## src/rtl/uoh_pkg.sv

```systemverilog
package uoh_pkg;
  typedef enum logic [1:0] {
    ST_DIS   = 2'b00,
    ST_STALL = 2'b01,
    ST_NAK   = 2'b10,
    ST_VALID = 2'b11
  } ep_stat_t;

  typedef enum logic [1:0] {
    HS_ACK   = 2'b00,
    HS_NAK   = 2'b01,
    HS_STALL = 2'b10
  } hs_kind_t;

  typedef struct packed {
    logic     setup;
    logic     ctr;
    logic     dtog;
    ep_stat_t stat;
  } ep_rec_t;
endpackage

```

## src/rtl/uoh_ep_bank.sv

```systemverilog
module uoh_ep_bank
  import uoh_pkg::*;
#(
  parameter int NUM_EP = 4,
  parameter int EP_W   = 2
) (
  input  logic            clk,
  input  logic            rst,
  input  logic            commit,
  input  logic [EP_W-1:0] commit_ep,
  input  logic            commit_setup,
  input  logic            sw_wr,
  input  logic [EP_W-1:0] sw_ep,
  input  logic            sw_ctr_wval,
  input  logic            sw_stat_wr,
  input  logic [1:0]      sw_stat_val,
  input  logic [EP_W-1:0] lk_ep,
  input  logic [EP_W-1:0] rd_ep,
  output ep_stat_t        lk_stat,
  output ep_rec_t         rd_rec,
  output logic [NUM_EP-1:0] ctr_vec
);
  ep_rec_t recs [NUM_EP];

  for (genvar i = 0; i < NUM_EP; i++) begin : g_ep
    ep_rec_t rec;
    logic    sw_hit, hw_hit;
    assign sw_hit = sw_wr && (sw_ep == EP_W'(i));
    assign hw_hit = commit && (commit_ep == EP_W'(i));
    always_ff @(posedge clk) begin
      if (rst) begin
        rec <= '0;
      end else begin
        if (sw_hit) begin
          if (!sw_ctr_wval) rec.ctr  <= 1'b0;
          if (sw_stat_wr)   rec.stat <= ep_stat_t'(sw_stat_val);
        end
        // hardware completion overrides a same-cycle software write
        if (hw_hit) begin
          rec.ctr   <= 1'b1;
          rec.stat  <= ST_NAK;
          rec.dtog  <= ~rec.dtog;
          rec.setup <= commit_setup;
        end
      end
    end
    assign recs[i]    = rec;
    assign ctr_vec[i] = rec.ctr;
  end

  assign lk_stat = recs[lk_ep].stat;

  always_ff @(posedge clk) begin
    if (rst) rd_rec <= '0;
    else     rd_rec <= recs[rd_ep];
  end
endmodule

```

## src/rtl/uoh_txn_fsm.sv

```systemverilog
module uoh_txn_fsm
  import uoh_pkg::*;
#(
  parameter int EP_W    = 2,
  parameter int TIMEOUT = 16
) (
  input  logic            clk,
  input  logic            rst,
  input  logic            tok_valid,
  input  logic [EP_W-1:0] tok_ep,
  input  logic            tok_setup,
  input  ep_stat_t        tok_stat,
  input  logic            pkt_end,
  input  logic            pkt_crc_ok,
  input  logic            pkt_err,
  input  logic            pkt_ovr,
  input  logic            sw_err_clr,
  output logic            busy,
  output logic [EP_W-1:0] act_ep,
  output logic            commit,
  output logic            commit_setup,
  output logic            hs_valid,
  output hs_kind_t        hs_code,
  output logic            err_flag
);
  localparam int TMR_W = (TIMEOUT > 1) ? $clog2(TIMEOUT) : 1;
  localparam logic [TMR_W-1:0] TMR_LAST = TMR_W'(TIMEOUT - 1);

  typedef enum logic {S_IDLE, S_RX} st_t;
  st_t              state;
  logic [TMR_W-1:0] timer;
  logic             act_setup;
  logic             fin_good, fin_bad, fin_tmo;

  assign busy = (state == S_RX);

  always_comb begin
    fin_good = busy && pkt_end && pkt_crc_ok && !pkt_err && !pkt_ovr;
    fin_bad  = busy && pkt_end && (!pkt_crc_ok || pkt_err);
    fin_tmo  = busy && !pkt_end && (timer == TMR_LAST);
  end

  assign commit       = fin_good;
  assign commit_setup = act_setup;

  always_ff @(posedge clk) begin
    if (rst) begin
      state     <= S_IDLE;
      timer     <= '0;
      act_ep    <= '0;
      act_setup <= 1'b0;
      hs_valid  <= 1'b0;
      hs_code   <= HS_ACK;
      err_flag  <= 1'b0;
    end else begin
      hs_valid <= 1'b0;
      if (sw_err_clr)         err_flag <= 1'b0;
      if (fin_bad || fin_tmo) err_flag <= 1'b1;
      unique case (state)
        S_IDLE: begin
          if (tok_valid) begin
            unique case (tok_stat)
              ST_VALID: begin
                state     <= S_RX;
                timer     <= '0;
                act_ep    <= tok_ep;
                act_setup <= tok_setup;
              end
              ST_NAK: begin
                hs_valid <= 1'b1;
                hs_code  <= HS_NAK;
              end
              ST_STALL: begin
                hs_valid <= 1'b1;
                hs_code  <= HS_STALL;
              end
              default: ;
            endcase
          end
        end
        S_RX: begin
          if (pkt_end) begin
            state <= S_IDLE;
            if (fin_good) begin
              hs_valid <= 1'b1;
              hs_code  <= HS_ACK;
            end else if (!fin_bad) begin
              hs_valid <= 1'b1;
              hs_code  <= HS_STALL;
            end
          end else if (fin_tmo) begin
            state <= S_IDLE;
          end else begin
            timer <= timer + 1'b1;
          end
        end
        default: state <= S_IDLE;
      endcase
    end
  end
endmodule

```

## src/rtl/usb_out_hs_ctrl.sv

```systemverilog
module usb_out_hs_ctrl
  import uoh_pkg::*;
#(
  parameter int NUM_EP  = 4,
  parameter int TIMEOUT = 16,
  localparam int EP_W   = (NUM_EP > 1) ? $clog2(NUM_EP) : 1
) (
  input  logic            clk,
  input  logic            rst,
  input  logic            tok_valid,
  input  logic [EP_W-1:0] tok_ep,
  input  logic            tok_setup,
  input  logic            pkt_end,
  input  logic            pkt_crc_ok,
  input  logic            pkt_err,
  input  logic            pkt_ovr,
  output logic            mem_wr_en,
  output logic            hs_valid,
  output logic [1:0]      hs_code,
  output logic            err_flag,
  input  logic            sw_wr,
  input  logic [EP_W-1:0] sw_ep,
  input  logic            sw_ctr_wval,
  input  logic            sw_stat_wr,
  input  logic [1:0]      sw_stat_val,
  input  logic            sw_err_clr,
  input  logic [EP_W-1:0] sw_rd_ep,
  output logic [4:0]      sw_rd_data
);
  ep_stat_t          lk_stat;
  ep_rec_t           rd_rec;
  logic [NUM_EP-1:0] ctr_vec;
  logic [EP_W-1:0]   act_ep;
  logic              busy, commit, commit_setup;
  hs_kind_t          hs_kind;

  uoh_ep_bank #(.NUM_EP(NUM_EP), .EP_W(EP_W)) u_bank (
    .clk(clk), .rst(rst),
    .commit(commit), .commit_ep(act_ep), .commit_setup(commit_setup),
    .sw_wr(sw_wr), .sw_ep(sw_ep), .sw_ctr_wval(sw_ctr_wval),
    .sw_stat_wr(sw_stat_wr), .sw_stat_val(sw_stat_val),
    .lk_ep(tok_ep), .rd_ep(sw_rd_ep),
    .lk_stat(lk_stat), .rd_rec(rd_rec), .ctr_vec(ctr_vec)
  );

  uoh_txn_fsm #(.EP_W(EP_W), .TIMEOUT(TIMEOUT)) u_fsm (
    .clk(clk), .rst(rst),
    .tok_valid(tok_valid), .tok_ep(tok_ep), .tok_setup(tok_setup),
    .tok_stat(lk_stat),
    .pkt_end(pkt_end), .pkt_crc_ok(pkt_crc_ok), .pkt_err(pkt_err),
    .pkt_ovr(pkt_ovr), .sw_err_clr(sw_err_clr),
    .busy(busy), .act_ep(act_ep), .commit(commit),
    .commit_setup(commit_setup),
    .hs_valid(hs_valid), .hs_code(hs_kind), .err_flag(err_flag)
  );

  assign mem_wr_en  = busy;
  assign hs_code    = hs_kind;
  assign sw_rd_data = rd_rec;
endmodule

```

## config.mk

```make
export PLATFORM = sky130hd
export DESIGN_NAME = usb_out_hs_ctrl
export DESIGN_NICKNAME = d
export VERILOG_FILES = /design/src/rtl/uoh_pkg.sv /design/src/rtl/uoh_ep_bank.sv /design/src/rtl/uoh_txn_fsm.sv /design/src/rtl/usb_out_hs_ctrl.sv
export SDC_FILE = /design/constraint.sdc
export NUM_CORES = 1
export LEC_CHECK = 0
export CAP_MARGIN = 20
export CELL_PAD_IN_SITES_DETAIL_PLACEMENT = 1
export CELL_PAD_IN_SITES_GLOBAL_PLACEMENT = 1
export CORE_ASPECT_RATIO = 1.25
export CORE_MARGIN = 10
export CORE_UTILIZATION = 40
export DETAILED_ROUTE_END_ITERATION = 10
export PLACE_DENSITY_LB_ADDON = 0.1
export SYNTH_ARGS = -nofsm -noshare
export SYNTH_HDL_FRONTEND = slang
export SYNTH_SLANG_ARGS = --single-unit
```

## constraint.sdc

```tcl
create_clock -name clk -period 2.8 [get_ports clk]
set_clock_uncertainty 0.2 [all_clocks]
set_input_delay 0.28 -clock clk [delete_from_list [all_inputs] [get_ports clk]]
set_output_delay 0.28 -clock clk [all_outputs]
set_load 0.02 [all_outputs]
```

==> metrics.txt <==
# TYPE chip_impl_metric gauge
chip_impl_metric{name="timing_hold_violations_final",unit=""} 0
chip_impl_metric{name="layout_worst_path_cycle_share",unit="%"} 91.5
chip_impl_metric{name="final_net_count",unit=""} 230
chip_impl_metric{name="combPwrFrac",unit="%"} 8.3
chip_impl_metric{name="static-leakage-power",unit="nW"} 0.750
chip_impl_metric{name="clockPowerShare",unit="%"} 40.0
chip_impl_metric{name="port_buffers",unit=""} 29
chip_impl_metric{name="total_placed_cells_including_tap_cells",unit=""} 256
chip_impl_info{name="cts.root.buffer_cell",value="clkbuf_8"} 1
chip_impl_metric{name="drive_gt1_share",unit="%"} 10.1
chip_impl_metric{name="num_antenna_cells",unit=""} 0
chip_impl_metric{name="instances_no_fill",unit=""} 264
chip_impl_metric{name="netSwitchingFraction",unit="%"} 22.6
chip_impl_metric{name="final_max_slew_viol_count",unit=""} 0
chip_impl_metric{name="overflow",unit=""} 0
chip_impl_metric{name="grt_first_pass_wirelength",unit="mm"} 7.87
chip_impl_metric{name="worst_case_setup_slack_after_placement",unit="ns"} -0.0360
chip_impl_info{name="type_of_the_setup_path_with_the_least_slack",value="input pin to register"} 1
chip_impl_metric{name="rrSetupSlack",unit="ns"} 0.47
chip_impl_metric{name="max_freq",unit="MHz"} 390
chip_impl_metric{name="timing.slew.headroom",unit="%"} 62.7
chip_impl_metric{name="yosysWarningCount",unit=""} 0
chip_impl_metric{name="area.growth.synth_to_final",unit="%"} 25.9
chip_impl_metric{name="final_critical_path_setup_slack",unit="ns"} 0.237
chip_impl_metric{name="syn-instance-count",unit=""} 176
chip_impl_metric{name="numClockSinks",unit=""} 37
chip_impl_info{name="capturing_element_type_of_the_critical_path",value="register"} 1
chip_impl_metric{name="intPower",unit="W"} 0.000797
chip_impl_info{name="yosysTopAreaCell",value="dfxtp_1"} 1
chip_impl_info{name="tritoncts_clock_tree",value="yes"} 1
chip_impl_metric{name="via_count",unit=""} 1499
chip_impl_metric{name="groute.usage.overall",unit="%"} 13.2
chip_impl_info{name="run_status",value="complete, no violations"} 1
chip_impl_metric{name="die_height",unit="um"} 94.0
chip_impl_metric{name="post-route-drc-count",unit=""} 0
chip_impl_metric{name="drt-wirelength-per-cell",unit="um"} 18.1
chip_impl_info{name="synth_top_cells_by_area",value="dfxtp_1, mux4_2, a21oi_1"} 1
chip_impl_metric{name="seq_pwr_share",unit="%"} 51.7
chip_impl_metric{name="final_area",unit="um^2"} 2200
chip_impl_metric{name="clock_path_buffers",unit=""} 2
chip_impl_metric{name="detail_route.wirelength",unit="mm"} 4.77
chip_impl_metric{name="hold_buffer_count_at_cts",unit=""} 0
chip_impl_metric{name="antenna_found_initial",unit=""} 0
chip_impl_metric{name="netlist_area",unit="um^2"} 1750
chip_impl_metric{name="tritoncts.num_buffers",unit=""} 5
chip_impl_metric{name="grt_pass1_vias",unit=""} 1607
chip_impl_metric{name="synth_top_area_share",unit="%"} 42.3
chip_impl_metric{name="floorplan.core_area",unit="um^2"} 4160
chip_impl_metric{name="cp_data_arrival_time",unit="ns"} 2.58
chip_impl_metric{name="final_core_util",unit="%"} 52.9
chip_impl_metric{name="power.density",unit="nW/um^2"} 467
chip_impl_metric{name="insertion_delay",unit="ns"} 0.29
chip_impl_metric{name="post-cts-setup-buffer-count",unit=""} 0
chip_impl_metric{name="p_sw",unit="W"} 0.000232
chip_impl_metric{name="postSynthAreaPerCell",unit="um^2"} 9.95
chip_impl_metric{name="rows",unit=""} 26
chip_impl_metric{name="clk_transition_reported_paths",unit="ns"} 0.07
chip_impl_metric{name="period_minus_slack",unit="ns"} 2.56
chip_impl_info{name="critPathSlowestCell",value="mux4_2"} 1
chip_impl_metric{name="yosysUniqueCellTypes",unit=""} 34
chip_impl_metric{name="place_area",unit="um^2"} 2100
chip_impl_metric{name="dp_hpwl",unit="mm"} 3.63
chip_impl_metric{name="worst-slew-pin-transition",unit="ns"} 0.559
chip_impl_metric{name="final-setup-viol-count",unit=""} 0
chip_impl_metric{name="grt_start_max_net_pins",unit=""} 28
chip_impl_metric{name="ir_worst_vdd",unit="uV"} 231
chip_impl_metric{name="post_cts_resized",unit=""} 0
chip_impl_metric{name="place.gp.congestion",unit=""} 0.763
chip_impl_metric{name="drt-initial-drc-count",unit=""} 38
chip_impl_metric{name="initial_core_utilization",unit="%"} 42.0
chip_impl_metric{name="worst-endpoint-required",unit="ns"} 2.82
chip_impl_metric{name="die_area",unit="um^2"} 7440
chip_impl_info{name="grt_setup_unrepaired",value="false"} 1
chip_impl_metric{name="h-tree-depth",unit=""} 2
chip_impl_metric{name="synth-seq-cells",unit=""} 37
chip_impl_metric{name="max_cap_viol_count",unit=""} 0
chip_impl_metric{name="critical_path.max_stage_delay",unit="ns"} 0.55
chip_impl_metric{name="synth.net_count",unit=""} 199
chip_impl_metric{name="horizontal_extent_of_the_die",unit="um"} 79.2
chip_impl_info{name="start_kind",value="input pin"} 1
chip_impl_metric{name="yosysSeqAreaShare",unit="%"} 42.3
chip_impl_metric{name="critical_path_peak_fanout",unit=""} 3
chip_impl_metric{name="number_of_antenna_violating_nets_in_the_routed_design",unit=""} 0
chip_impl_metric{name="number_of_vias_per_cell_after_detailed_routing",unit=""} 5.68
chip_impl_info{name="path_cells",value="clkdlybuf4s50_1, mux4_2, inv_1, ha_1, or3b_1, a221o_1, a21oi_1"} 1
chip_impl_metric{name="ioPinCount",unit=""} 30
chip_impl_info{name="worst_hold_path_type",value="register to register"} 1
chip_impl_metric{name="detail_route.first_pass.iterations",unit=""} 4
[cells in the mapped netlist]
library cell and number:
dfxtp_1 37, a21oi_1 24, nand2_1 11, o21ai_0 11, mux2i_1 9, or3_1 8
mux4_2 7, nand3_1 7, clkbuf_1 6, nor2b_1 6, a211oi_1 5, nand2b_1 5
nand4b_1 4, and4bb_2 3, ha_1 3, inv_1 3, nand4bb_1 3, o31ai_1 3
and3b_1 2, buf_1 2, nand3b_1 2, nor2_1 2, o211ai_1 2, a221o_1 1
and3_1 1, and4b_1 1, nand4_1 1, nor3b_1 1, nor4b_1 1, o21a_1 1
o32ai_1 1, or2b_1 1, or3b_1 1, or4b_1 1
[cells in the final DEF, fill, tap and decap left out]
master	n
and4bb_2	3
nor4b_1	1
ha_1	3
clkdlybuf4s50_1	29
nor2_1	2
o21ai_0	11
nand2b_1	5
or4b_1	1
nand3b_1	2
nand3_1	7
dfxtp_1	37
and3b_1	2
nand4bb_1	3
and4b_1	1
mux2i_1	9
nand4b_1	4
o32ai_1	1
mux4_2	7
clkinv_2	1
o21a_1	1
a221o_1	1
nor2b_1	6
inv_1	3
nand4_1	1
a211oi_1	5
or3_1	8
buf_4	3
and3_1	1
o31ai_1	3
clkbuf_8	7
nand2_1	11
or2b_1	1
nor3b_1	1
or3b_1	1
a21oi_1	24
o211ai_1	2
[per-layer routing]
layer,routed length [um],up-vias,part of all wire [%],GRT usage [%]
li1,-,732,-,-
met1,2140,731,45,14.8
met2,2370,32,50,23.1
met3,214,4,4.5,4.12
met4,41,0,0.86,4.04
met5,0,-,0,0
[final timing paths]
kind | startpoint | to | depth (start not counted)
hold reg to reg | u_fsm.err_flag$_SDFFE_PP0P_ | u_fsm.err_flag$_SDFFE_PP0P_ | 2
setup / recovery | tok_ep[1] | u_fsm.hs_code[1]$_SDFFE_PP0P_ | 7
hold / removal | u_fsm.err_flag$_SDFFE_PP0P_ | u_fsm.err_flag$_SDFFE_PP0P_ | 2
setup reg to reg | u_bank.g_ep[2].rec[0]$_SDFFE_PP0P_ | u_fsm.hs_code[1]$_SDFFE_PP0P_ | 5
[worst max-delay path, delay by kind of cell]
kind	cells	cell delay (ns)
buffers and inverters	2	0.63
muxes	1	0.55
AOI/OAI and AO/OA	2	0.49
and+or+nand+nor	1	0.41
adders and majority gates	1	0.22
[cell type report]
class / instances / area [um^2]
timing repair buffer: 32 / 313
tap: 56 / 70.1
sequential: 37 / 741
inverter: 3 / 11.3
fill: 490 / 1960
clock inverter: 1 / 5.00
multi-input combinational: 128 / 968
clock buffer: 7 / 96.3
[per-stage QoR]
stage	power, W	hold WS (ns)	TNS (ns)
after CTS	0.00104	0.282	0
after global routing	0.00107	0.314	0
final	0.00103	0.277	0
after detailed placement	0.000630	0.266	-0.0510
after global placement	0.000626	0.254	0
after floorplan	0.000577	0.197	0
[kinds of logic after synthesis]
group	count (synthesis)	share of synthesized area, %
AND/OR/NAND/NOR	61	23.2
flip-flops	37	42.3
AO/OA/AOI/OAI	48	15.8
buffers and inverters	11	2.36
adder cells (fa/ha/maj)	3	2.14
multiplexers	16	14.2
[sequential cells by signal, summed over array words and instances (netlist names), 2 cells and up]
register and cells:
u_bank.g_ep.rec 16, u_bank.rd_rec 5, u_bank.ctr_vec 4, u_fsm.hs_code 2, u_fsm.act_ep 2, u_fsm.timer 4
[power by group through the flow]
stage,logic (W),registers (W),clock network (W)
4_1_cts,0.0000860,0.000532,0.000422
3_5_place_dp,0.0000852,0.000544,0
5_1_grt,0.0000917,0.000532,0.000448
3_3_place_gp,0.0000819,0.000544,0
2_1_floorplan,0.0000324,0.000545,0
6_report,0.0000854,0.000532,0.000412
No activity file was read; power rests on OpenSTA's default activity.
